[src/rtl/dma_arb_pkg.sv]
package dma_arb_pkg;

    localparam int NCH = 4;
    localparam int CW  = $clog2(NCH);
    localparam int MW  = 4 + NCH;

    typedef struct packed {
        logic           autoload;
        logic           stop_tc;
        logic           ext_wr;
        logic           rotate;
        logic [NCH-1:0] en;
    } mode_t;

    typedef enum logic [1:0] {
        ST_IDLE  = 2'd0,
        ST_HOLD  = 2'd1,
        ST_GRANT = 2'd2
    } arb_st_e;

    typedef struct packed {
        logic          valid;
        logic [CW-1:0] ch;
    } pick_t;

    function automatic logic [CW-1:0] start_of(input logic rotate, input logic [CW-1:0] last);
        int s;
        s = rotate ? ((int'(last) + 1) % NCH) : 0;
        return CW'(s);
    endfunction

    function automatic pick_t pick_first(input logic [NCH-1:0] mask, input logic [CW-1:0] start);
        pick_t r;
        int    idx;
        r = '0;
        for (int k = NCH - 1; k >= 0; k--) begin
            idx = (int'(start) + k) % NCH;
            if (mask[idx]) begin
                r.valid = 1'b1;
                r.ch    = CW'(idx);
            end
        end
        return r;
    endfunction

    function automatic logic [NCH-1:0] onehot(input logic [CW-1:0] ch);
        logic [NCH-1:0] v;
        v = '0;
        v[ch] = 1'b1;
        return v;
    endfunction

endpackage

[src/rtl/dma_arb_sync.sv]
module dma_arb_sync #(
    parameter int W      = 4,
    parameter int STAGES = 2
) (
    input  logic         clk,
    input  logic         rst,
    input  logic [W-1:0] d,
    output logic [W-1:0] q
);
    for (genvar g = 0; g < W; g++) begin : g_bit
        logic [STAGES-1:0] sh;
        always_ff @(posedge clk) begin
            if (rst) sh <= '0;
            else     sh <= {sh[STAGES-2:0], d[g]};
        end
        assign q[g] = sh[STAGES-1];
    end
endmodule

[src/rtl/dma_arb_mode.sv]
module dma_arb_mode
    import dma_arb_pkg::*;
(
    input  logic           clk,
    input  logic           rst,
    input  logic           wr,
    input  logic [MW-1:0]  wdata,
    input  logic [NCH-1:0] clr_en,
    output mode_t          mode
);
    // A software write in the same cycle as a terminal-count clear wins.
    always_ff @(posedge clk) begin
        if (rst)      mode    <= '0;
        else if (wr)  mode    <= mode_t'(wdata);
        else          mode.en <= mode.en & ~clr_en;
    end
endmodule

[src/rtl/dma_arb_pick.sv]
module dma_arb_pick
    import dma_arb_pkg::*;
(
    input  logic [NCH-1:0] eligible,
    input  logic           rotate,
    input  logic [CW-1:0]  last,
    output logic           valid,
    output logic [CW-1:0]  win
);
    pick_t r;
    always_comb begin
        r     = pick_first(eligible, start_of(rotate, last));
        valid = r.valid;
        win   = r.ch;
    end
endmodule

[src/rtl/dma_prio_arbiter.sv]
module dma_prio_arbiter
    import dma_arb_pkg::*;
#(
    parameter int SYNC_STAGES = 2
) (
    input  logic           clk,
    input  logic           rst,
    input  logic [NCH-1:0] dreq,
    input  logic           mode_wr,
    input  logic [MW-1:0]  mode_wdata,
    input  logic           hold_ack,
    input  logic           xfer_done,
    input  logic           xfer_tc,
    output logic           hold_req,
    output logic [NCH-1:0] dack_n
);
    logic [NCH-1:0] req_s;
    logic [NCH-1:0] eligible;
    logic [NCH-1:0] clr_en;
    mode_t          mode;
    arb_st_e        state, state_nx;
    logic [CW-1:0]  grant_ch, last_ch, win;
    logic           win_valid;
    logic           finish;

    dma_arb_sync #(.W(NCH), .STAGES(SYNC_STAGES)) u_sync (
        .clk(clk), .rst(rst), .d(dreq), .q(req_s)
    );

    dma_arb_mode u_mode (
        .clk(clk), .rst(rst), .wr(mode_wr), .wdata(mode_wdata),
        .clr_en(clr_en), .mode(mode)
    );

    assign eligible = req_s & mode.en;

    dma_arb_pick u_pick (
        .eligible(eligible), .rotate(mode.rotate), .last(last_ch),
        .valid(win_valid), .win(win)
    );

    assign finish = (state == ST_GRANT) && xfer_done;
    assign clr_en = (finish && xfer_tc && mode.stop_tc) ? onehot(grant_ch) : '0;

    always_comb begin
        state_nx = state;
        unique case (state)
            ST_IDLE:  if (|eligible) state_nx = ST_HOLD;
            ST_HOLD: begin
                if (!win_valid)    state_nx = ST_IDLE;
                else if (hold_ack) state_nx = ST_GRANT;
            end
            ST_GRANT: if (xfer_done) state_nx = ST_HOLD;
            default:  state_nx = ST_IDLE;
        endcase
    end

    always_ff @(posedge clk) begin
        if (rst) begin
            state    <= ST_IDLE;
            grant_ch <= '0;
            last_ch  <= CW'(NCH - 1);
        end else begin
            state <= state_nx;
            if (state == ST_HOLD && hold_ack && win_valid) grant_ch <= win;
            if (finish) last_ch <= grant_ch;
        end
    end

    assign hold_req = (state != ST_IDLE);
    assign dack_n   = (state == ST_GRANT) ? ~onehot(grant_ch) : '1;

endmodule

[config.mk]
export PLATFORM = sky130hd
export DESIGN_NAME = dma_prio_arbiter
export DESIGN_NICKNAME = d
export VERILOG_FILES = /design/src/rtl/dma_arb_pkg.sv /design/src/rtl/dma_arb_sync.sv /design/src/rtl/dma_arb_mode.sv /design/src/rtl/dma_arb_pick.sv /design/src/rtl/dma_prio_arbiter.sv
export SDC_FILE = /design/constraint.sdc
export NUM_CORES = 1
export LEC_CHECK = 0
export BUFFER_PORTS_ARGS = -buffer_cell sky130_fd_sc_hd__buf_2
export CAP_MARGIN = 30
export CORE_MARGIN = 2
export CORE_UTILIZATION = 49
export DETAILED_ROUTE_END_ITERATION = 8
export GPL_TIMING_DRIVEN = 0
export PLACE_DENSITY = 0.83
export SYNTH_ARGS = -nofsm -noshare
export SYNTH_HDL_FRONTEND = slang
export SYNTH_SLANG_ARGS = --single-unit
[constraint.sdc]
create_clock -name clk -period 1.6 [get_ports clk]
set_input_delay 0.32 -clock clk [delete_from_list [all_inputs] [get_ports clk]]
set_output_delay 0.32 -clock clk [all_outputs]
set_load 0.1 [all_outputs]
=== Yosys cells after proc, flatten, opt, wreduce, memory -nomap -nowiden ===
Cells that the tools add are included.

* Add/subtract/negate cells: 4
* Eq/ne operators: 5
* $lt $le $gt $ge: 6
* Muxes and demuxes: 26
* Reductions and logical operators: 13
* Bitwise logic cells: 7

{| class="wikitable"
|+ Operator list
! cell !! number
|-
| $lt A3 B4 Y1 const B || 3
|-
| $mux W3 || 4
|-
| $mux W4 || 3
|-
| $mux W2 || 5
|-
| $and A4 B4 Y4 || 2
|-
| $bmux W1 S2 || 4
|-
| $mux W1 || 8
|-
| $not A4 Y4 || 2
|-
| $logic_and A1 B1 Y1 || 6
|-
| $lt A2 B3 Y1 const B || 2
|-
| $pmux W2 S3 || 1
|-
| $reduce_or A2 Y1 || 3
|-
| $add A2 B1 Y2 const B || 2
|-
| $add A2 B2 Y2 const B || 2
|-
| $ne A2 B2 Y1 const B || 2
|-
| $reduce_or A4 Y1 || 1
|-
| $and A1 B1 Y1 const A || 3
|-
| $ne A3 B3 Y1 const B || 1
|-
| $reduce_and A3 Y1 || 1
|-
| $demux W1 S2 || 1
|-
| $eq A2 B1 Y1 const B || 1
|-
| $eq A2 B2 Y1 const B || 1
|-
| $ge A2 B1 Y1 const B || 1
|-
| $logic_not A2 Y1 || 1
|-
| $reduce_bool A2 Y1 || 1
|}

* Logic and storage cells: 71
* Input bits: 18
* Output and inout port bits: 5
* Register bits after elaboration: 20

=== Longest topological paths before layout ===
Gate-level depths: netlist (run 1).

* Word-level depth: 14
* Depth in mapped cells: 5
* Gate-level depth less buffers: 5

=== Cells and area by module ===
Synthesis (run 1) repeated with hierarchy kept, for this count alone.

* Cells, all modules: 127
* Area, all modules: 1153.6 um^2

{| class="wikitable"
|+ Modules (own cells, without submodules)
! module !! times used !! sequential area each (um^2) !! area each (um^2) !! cells each
|-
| dma_prio_arbiter || 1 || 120.1 || 376.6 || 43
|-
| dma_arb_mode || 1 || 160.2 || 300.3 || 30
|-
| dma_arb_sync || 1 || 160.2 || 240.2 || 20
|-
| dma_arb_pick || 1 || 0.0 || 236.5 || 34
|}

=== Worst setup path before layout (run 1) ===
OpenSTA, ideal clock, no wires.

* Kind: register to output
* Start point: register state[1]
* End point: output dack_n[1]
* Slack: -0.174 ns
* Data arrival time: 1.454 ns
* Cell stages (with the launch flop): 3
* Required time: 1.280 ns
* Path buffers: 0
* Cells stage by stage: dfxtp_1 -> nor2b_1 -> nand3b_1

* Cells in the longest elaborated chain, start to end: 2

{| class="wikitable"
|+ RTL lines
! item !! line !! RTL
|-
| start, declared || dma_prio_arbiter.sv:21 || <nowiki>arb_st_e state, state_nx;</nowiki>
|-
| start signal, assigned || dma_prio_arbiter.sv:64 || <nowiki>state <= state_nx;</nowiki>
|-
| $eq A2 B2 Y1 || dma_prio_arbiter.sv:71 || <nowiki>assign dack_n = (state == ST_GRANT) ? ~onehot(grant_ch) : '1;</nowiki>
|-
| $mux W4 || dma_prio_arbiter.sv:71 ||
|-
| end, declared || dma_prio_arbiter.sv:15 || <nowiki>output logic [NCH-1:0] dack_n</nowiki>
|}

No other way between the ends.

=== Final worst setup path (run 1) ===
* Start point: register state[1]
* End point: output dack_n[0]

The elaborated chain is that of the path after synthesis.

==> impl_metrics.toml, run 1 <==
[outcome]
outcome = "complete, but fails checks"
violations = "negative setup slack"

[final_layout]
area_growth_pct = 28.9
diodes = 0
fin_nets = 137
drive_gt1_share_pct = 33.9

[drt]
drt_iter0_drc = 16
via_per_inst = 5.52
vias = 745
drt_first_pass_iters = 4
wl_per_cell_um = 12.6
drt_wl_total_mm = 1.71
drc_errors = 0
ant_nets = 0

[yosys]
postSynthCellCount = 94
synth.ff_latch_count = 20
avgSynthCellArea_um2 = 9.08
synth_warnings = 0
ys_types = 29
synthesis.nets = 112
ys_seq_area_share_pct = 46.9
synthesis.area_um2 = 853

[critical_path]
crit_buf_inv = 1
path_max_fanout = 2
worstPathArrival_ns = 1.35
critPathRequiredTime_ns = 1.28
crit_chain = "nor2b_4, or3b_4, buf_12"
critical_path_class = "reg -> out"
end_kind = "output port"
critPathTopFamily = "simple AND/OR/NAND/NOR gates"
cp_slowest_cell = "or3b_4"
cpPeakStageDelay_ns = 0.39
start_kind = "flip-flop"

[floorplanning]
start_util_pct = 50.5
io-pin-count = 23
die-area_mm2 = 0.00209
core_mm2 = 0.00169
rows = 15
die_h_um = 45.7
die_x_um = 45.7

[timing]
setup_ws_ns = -0.0714
tightest_slew_ns = 0.406
fin_worst_skew_ns = 0.000999
rsz0062_at_grt = "true"
hold_viol = 0
maxSlewViolCount = 0
finalSetupTns_ns = -0.0714
clock.fmax_mhz = 598
timing.final.crit_share_pct = 104
max_slew_margin_pct = 73.0
finalCriticalPeriod_ns = 1.67
holdWs_ns = 0.225
setup_viol = 1

[power_and_ir_drop]
leakagePower_uw = 0.000451
powerDensity_mw_per_mm2 = 914
ir_drop_mv = 0.608

[cts]
cts_hold_buf = 0
cts_buffer_depth = 2
clock-sinks = 20
root_buffer = "clkbuf_4"
clkLatencyLatePin_ns = 0.29
cts_tree = "done"
htree_levels = 1
cts_buffers = 3
clk_transition_reported_paths_ns = 0.11

[place]
dp_hpwl_mm = 1.28
gp_congestion = 0.767
port_buffers = 19

[grt]
track_usage_pct = 20.7
grt-ovfl-total = 0
grt_pass1_vias = 751
grt_max_degree = 13
antenna_found_initial = 0
grt_pass1_wl_mm = 3.13

[min_path]
min_path_type = "in -> reg"

[job]
cap_violations = 0
area by class of cell:
| cell class | instances | area, um2 |
|---|---|---|
| Clock buffer | 3 | 22.5 |
| Tap cell | 17 | 21.3 |
| Multi-Input combinational cell | 69 | 444 |
| Fill cell | 145 | 589 |
| Timing Repair Buffer | 21 | 159 |
| Sequential cell | 20 | 405 |
| Buffer | 4 | 17.5 |
| Clock inverter | 1 | 30.0 |
worst paths after layout:
kind	slack (ns)	startpoint	to	cells after the start
max	-0.07	state[1]	dack_n[0]	3
min	0.22	dreq[3]	u_sync.g_bit[3].sh[0]	2
max reg2reg	0.09	u_mode.mode[0]	grant_ch[1]	5
min reg2reg	0.45	u_sync.g_bit[3].sh[0]	u_sync.g_bit[3].sh[1]	1
cell families (layout without fill, tap and decap cells):
group	count (synthesis)	count (layout)	share of synthesized area, %
AND/OR/NAND/NOR	46	46	30.2
flip-flops	20	20	46.9
AO/OA/AOI/OAI	19	19	15.8
buffers and inverters	5	29	2.49
multiplexers	3	3	3.52
XOR/XNOR	1	1	1.03
state kept, by name (all words and copies together) (netlist names):
register,flops
u_sync.g_bit.sh,8
u_mode.mode,6
grant_ch,2
last_ch,2
state,2
per-stage QoR:
stage / utilization, % / setup slack [ns] / cells / power, uW / instance area (um2)
2_1_floorplan: - / 0.00775 / 94 / 581 / 863
3_3_place_gp: 58.0 / -0.00556 / 130 / 606 / 980
3_5_place_dp: 58.0 / -0.0352 / 130 / 610 / 980
4_1_cts: 64.2 / -0.0909 / 135 / 1020 / 1080
5_1_grt: 65.1 / -0.122 / 135 / 1050 / 1100
6_report: 65.1 / -0.0714 / 135 / 1010 / 1100
timing repair:
action                                  4_1_cts  5_1_grt
pin swaps                                     0        0
endpoints found under the setup margin        4        6
resized for setup                            13        6
cloned                                        0        0
setup buffers                                 2        0
cells in the final DEF (no fill, tap or decap), types with 4 or more instances in the layout:
cell type,n
nand3b_1,4
buf_2,16
dfxtp_2,4
dfxtp_1,16
nand2_1,12
nor2b_1,8
nor2_1,5
o22ai_1,6
power by group:
part | internal, uW | switching [uW]
Clock | 253 | 149
Sequential | 517 | 11.3
Combinational | 37.7 | 36.8
Yosys cell counts, drive strengths merged:
cell    number  area [um2]
or3          1        11.3
o21ai        1        5.00
nand2       13        51.3
a21oi        3        18.8
nor2         5        18.8
o21bai       1        7.51
or2          2        12.5
dfxtp       20         400
o22ai        6        37.5
o41ai        1        8.76
and2         2        12.5
xor2         1        8.76
clkbuf       3        11.3
or3b         2        17.5
nand3b       4        30.0
and2b        1        7.51
a22o         1        10.0
nand3        2        10.0
nor3         1        5.00
buf          2        10.0
mux2i        3        30.0
a22oi        2        15.0
nor2b        9        56.3
nand2b       1        6.26
a31oi        1        6.26
and3         3        18.8
a211o        3        26.3
per-layer routing:
layer  track usage (%)  routed length, um  vias to the layer above
li1                  -                  -                      376
met1              25.0                784                      349
met2              35.8                845                       18
met3              5.95                 64                        2
met4              5.14                 12                        0
met5                 0                  0                        -
(Power assumes the default switching activity.)
==> inputs of run 2 (changes only) <==
--- a/config.mk
+++ b/config.mk
@@ -5,10 +5,11 @@
 export SDC_FILE = /design/constraint.sdc
 export NUM_CORES = 1
 export LEC_CHECK = 0
+export ABC_AREA = 1
 export BUFFER_PORTS_ARGS = -buffer_cell sky130_fd_sc_hd__buf_2
 export CAP_MARGIN = 30
 export CORE_MARGIN = 2
-export CORE_UTILIZATION = 49
+export CORE_UTILIZATION = 50
 export DETAILED_ROUTE_END_ITERATION = 8
 export GPL_TIMING_DRIVEN = 0
 export PLACE_DENSITY = 0.83
==> impl_metrics.toml, run 2 <==
[final_layout]
area_growth_pct = 21.0
finalInstanceArea_mm2 = 0.00117
largest_reg_flops = 8
top_regs = "u_sync.g_bit.sh x8, u_mode.mode x6"
mostFrequentLayoutCells = "36 x nand2_1, 20 x dfxtp_1, 15 x inv_1, 15 x buf_2, 14 x nor2_1"
largest-register = "u_sync.g_bit.sh"
fin_nets = 186
final_cells = 192
fillers = 165
final_common_cell = "nand2_1"
drive_gt1_share_pct = 25.1
diodes = 0

[timing]
tightest_slew_ns = 0.482
fin_worst_skew_ns = 0.0106
maxSlewViolCount = 0
clock.fmax_mhz = 642
holdWs_ns = 0.203
finalCriticalPeriod_ns = 1.56
max_slew_margin_pct = 67.9
hold_viol = 0
timing.final.crit_share_pct = 97.3
setup_viol = 0
finalSetupTns_ns = 0

[critical_path]
startpoint = "state[0]"
critPathTopFamily = "flip-flops"
r2r_slack_ns = 0.24
worstPathArrival_ns = 1.24
cpPeakStageDelay_ns = 0.46
r2r_end = "grant_ch[0]"
rr_startpoint = "u_mode.mode[4]"
crit_buf_inv = 2
critical_path_class = "reg -> out"
ff2ff_path_depth = 12
end_kind = "output port"
start_kind = "flip-flop"
path_max_fanout = 4
crit_chain = "inv_1, nand2_1, buf_4"
critPathRequiredTime_ns = 1.28
endpoint = "hold_req"
cp_slowest_cell = "dfxtp_1"
worstSetupPathDepth = 3

[yosys]
avgSynthCellArea_um2 = 6.74
ys_seq_area_share_pct = 41.6
synth-main-ff-cell = "dfxtp_1"
ys_types = 23
synthesis.area_um2 = 963
synth_top_area_share_pct = 41.6
synth.ff_latch_count = 20
postSynthCellCount = 143
synthesis.nets = 161
synthArstFlopShare_pct = 0
synth_most_common_cell = "nand2_1"
yosys.area.top_type = "dfxtp_1"
synth-edff-count = 0
synth_warnings = 0
synth_common_cells = "36 x nand2_1, 20 x dfxtp_1, 15 x inv_1, 15 x nor2_1, 12 x nand3_1"
ys_top_cells_by_area = "dfxtp_1 42%, nand2_1 14%, nand3_1 6.2%"

[drt]
drc_errors = 0
drt_first_pass_iters = 4
via_per_inst = 5.09
wl_per_cell_um = 11.0
drt_iter0_drc = 36
drt_wl_total_mm = 2.11
vias = 977
ant_nets = 0

[grt]
grt_max_degree = 12
antenna_found_initial = 0
grt_pass1_vias = 836
track_usage_pct = 20.5
grt_pass1_wl_mm = 3.19
grt-ovfl-total = 0

[cts]
htree_levels = 1
cts_hold_buf = 0
clkLatencyLatePin_ns = 0.31
clk_transition_reported_paths_ns = 0.11
root_buffer = "clkbuf_4"
cts_buffer_depth = 2
cts_tree = "done"
cts_buffers = 3
clock-sinks = 20

[floorplanning]
start_util_pct = 54.6
rows = 15
die-area_mm2 = 0.00229
core_mm2 = 0.00176
die_h_um = 47.9
io-pin-count = 23
die_x_um = 47.9

[place]
dp_cells = 188
dpl_cell_area_mm2 = 0.00109
gp_congestion = 0.840
port_buffers = 20
dp_hpwl_mm = 1.61

[power_and_ir_drop]
ir_drop_mv = 0.645
seqPwrFrac_pct = 57.5
power_frac_comb_pct = 10.8
p_switching_uw = 230
swShare_pct = 24.8
power_uw = 926
internal_power_uw = 696
powerDensity_mw_per_mm2 = 794
p_clk_share_pct = 31.7
leakagePower_uw = 0.000545

[min_path]
hp-start = "dreq[3]"
min_path_type = "in -> reg"

[outcome]
outcome = "complete, no violations"

[job]
cap_violations = 0
-- run 2: changes by cell type after synthesis, moves of 4 or more --
cell | previous run | this run
a21oi_1 | 2 | 10
nand2_1 | 12 | 36
nor2b_1 | 9 | 0
o21ai_1 | 0 | 4
inv_1 | 0 | 15
nand3_1 | 2 | 12
inv_2 | 0 | 6
o22ai_1 | 6 | 0
nor2_1 | 5 | 15
nand3b_1 | 4 | 0
o21ai_0 | 1 | 5
-- run 2: how the worst min path moves through the flow --
stage                             to  slack (ns)  cells after the start
2_1_floorplan  u_sync.g_bit[0].sh[1]        0.39                      2
4_1_cts        u_sync.g_bit[1].sh[0]        0.21                      3
3_5_place_dp   u_sync.g_bit[3].sh[1]        0.40                      2
6_report       u_sync.g_bit[3].sh[0]        0.20                      3
5_1_grt        u_sync.g_bit[2].sh[0]        0.20                      3
3_3_place_gp   u_sync.g_bit[2].sh[1]        0.39                      2
-- run 2: area by class of cell --
| class | instances | area (um2) | share of cell area, % |
|---|---|---|---|
| Multi-Input combinational cell | 99 | 480 | 41.2 |
| Sequential cell | 20 | 400 | 34.3 |
| Timing Repair Buffer | 20 | 128 | 10.9 |
| Inverter | 22 | 82.6 | 7.08 |
| Clock buffer | 4 | 36.3 | 3.11 |
| Tap cell | 25 | 31.3 | 2.68 |
| Buffer | 2 | 7.51 | 0.644 |
-- run 2: through the flow --
stage | setup WS [ns] | utilization, %
floorplan | -0.0780 | -
detailed placement | 0.224 | 62.1
global route | -0.0219 | 66.1
CTS | 0.0225 | 65.0
finish | 0.0430 | 66.1
global placement | 0.262 | 62.1
-- run 2: layer usage --
metal	GRT usage, %	part of all wire [%]	vias to the layer above
li1	-	-	500
met1	19.7	39	440
met2	39.2	53	30
met3	3.40	4.7	7
met4	13.5	3.1	0
met5	0	0	-
-- run 2: worst register-to-register path, delay by kind of cell, from the launching register on --
kind	cells	cell delay (ns)
AND/OR/NAND/NOR	10	0.72
buffers and inverters	1	0.09
flip-flops	1	0.39
AO/OA/AOI/OAI	1	0.11
-- run 2: what timing repair did --
| action | in CTS | in global routing |
|---|---|---|
| setup endpoints to repair | 4 | 4 |
| gates resized for setup | 6 | 5 |
| buffers inserted | 0 | 0 |
-- run 2: cell families (layout without fill, tap and decap cells) --
family,count (synthesis),count (layout),synth area share (%)
buffers and inverters,24,48,9.35
flip-flops,20,20,41.6
AO/OA/AOI/OAI,23,23,13.1
AND/OR/NAND/NOR,76,76,36.0
-- run 2: power by group through the flow --
stage / Combinational, uW / Clock, uW / Sequential, uW
final: 99.9 / 293 / 532
after CTS: 101 / 296 / 531
after global placement: 94.1 / 0 / 541
after detailed placement: 98.6 / 0 / 542
after floorplan: 66.0 / 0 / 540
after global routing: 111 / 315 / 535
==> inputs of run 3 (changes only) <==
--- a/config.mk
+++ b/config.mk
@@ -8,7 +8,6 @@
 export ABC_AREA = 1
 export BUFFER_PORTS_ARGS = -buffer_cell sky130_fd_sc_hd__buf_2
 export CAP_MARGIN = 30
-export CORE_MARGIN = 2
 export CORE_UTILIZATION = 50
 export DETAILED_ROUTE_END_ITERATION = 8
 export GPL_TIMING_DRIVEN = 0
==> impl_metrics.toml, run 3 (same netlist as run 2, synthesis figures left out) <==
[timing]
fin_worst_skew_ns = 0.00311
setup_viol = 0
finalSetupTns_ns = 0
max_slew_margin_pct = 68.8
hold_viol = 0
maxSlewViolCount = 0
holdWs_ns = 0.218
finalCriticalPeriod_ns = 1.57
timing.final.crit_share_pct = 98.1
clock.fmax_mhz = 637
tightest_slew_ns = 0.468

[floorplanning]
core_mm2 = 0.00176
die-area_mm2 = 0.00211
rows = 15
start_util_pct = 54.6
die_x_um = 45.9
die_h_um = 45.9
io-pin-count = 23

[final_layout]
final_cells = 192
area_growth_pct = 20.8
mostFrequentLayoutCells = "36 x nand2_1, 19 x dfxtp_1, 15 x inv_1, 15 x buf_2, 14 x nor2_1"
fillers = 168
final_common_cell = "nand2_1"
fin_util_pct = 66.0
top_regs = "u_sync.g_bit.sh x8, u_mode.mode x6"
largest-register = "u_sync.g_bit.sh"
multi_input_area_um2 = 480
ff_latch_area_um2 = 402
diodes = 0
drive_gt1_share_pct = 25.7
fin_nets = 186
largest_reg_flops = 8

[cts]
root_buffer = "clkbuf_4"
cts_setup_buffers = 0
clock-sinks = 20
cts_tree = "done"
cts_buffers = 3
cts_buffer_depth = 2
clk_transition_reported_paths_ns = 0.11
clkLatencyLatePin_ns = 0.29
htree_levels = 1

[drt]
drc_errors = 0
wl_per_cell_um = 11.5
drt_wl_total_mm = 2.20
vias = 974
drt_first_pass_iters = 4
drt_iter0_drc = 31
ant_nets = 0
via_per_inst = 5.07

[power_and_ir_drop]
ir_drop_mv = 0.798
powerDensity_mw_per_mm2 = 787
leakagePower_uw = 0.000544
power_uw = 916

[job]
cap_violations = 0

[critical_path]
path_max_fanout = 5
end_kind = "output port"
critPathRequiredTime_ns = 1.28
start_kind = "flip-flop"
worstPathArrival_ns = 1.25
critical_path_class = "reg -> out"

[min_path]
min_path_type = "in -> reg"

[place]
dp_cells = 188
port_buffers = 20
gp_congestion = 0.866
dp_hpwl_mm = 1.63

[outcome]
outcome = "complete, no violations"

[grt]
grt_pass1_vias = 844
grt_max_degree = 12
antenna_found_initial = 0
grt-ovfl-total = 0
track_usage_pct = 22.6
grt_pass1_wl_mm = 3.33
[run 3: final timing paths]
check	from	endpoint	slack [ns]	cells past startpoint
max	state[0]	dack_n[2]	0.03	3
min	dreq[3]	u_sync.g_bit[3].sh[0]	0.22	3
min reg2reg	u_sync.g_bit[0].sh[0]	u_sync.g_bit[0].sh[1]	0.41	2
max reg2reg	u_mode.mode[4]	grant_ch[0]	0.14	12
[run 3: final cells by class]
cell class	instances	share of cell area [%]
buffer	2	0.645
clock buffer	4	3.12
inverter	22	7.10
multi-input combinational	99	41.3
sequential	20	34.5
tap	25	2.69
timing repair buffer	20	10.6
[run 3: timing repair]
action | CTS | global route
resized for setup | 6 | 5
gates cloned | 0 | 0
hold buffers | 0 | 0
endpoints found under the setup margin | 4 | 4
pin swaps | 0 | 0
[run 3: per-stage QoR]
stage | setup slack, ns | instance area (um2)
after floorplan | -0.0780 | 963
after global placement | 0.264 | 1090
final | 0.0305 | 1160
after CTS | 0.0216 | 1150
after detailed placement | 0.207 | 1090
after global routing | -0.0194 | 1160
[run 3: metal layers]
layer / global-route usage [%] / wire, um / vias to the layer above
li1: - / - / 498
met1: 22.9 / 879 / 443
met2: 44.2 / 1200 / 27
met3: 1.19 / 75 / 6
met4: 12.9 / 42 / 0
met5: 0 / 0 / -
[run 3: power by group]
part	switching, uW	internal [uW]	total, uW
clock	145	139	283
sequential	12.8	520	533
combinational	63.4	36.5	99.9
[run 3: critical path, cell delays in order, from the launching register on]
cell	delay, ns
dfxtp_1	0.38
nor2_4	0.18
nand3_1	0.16
buf_6	0.22
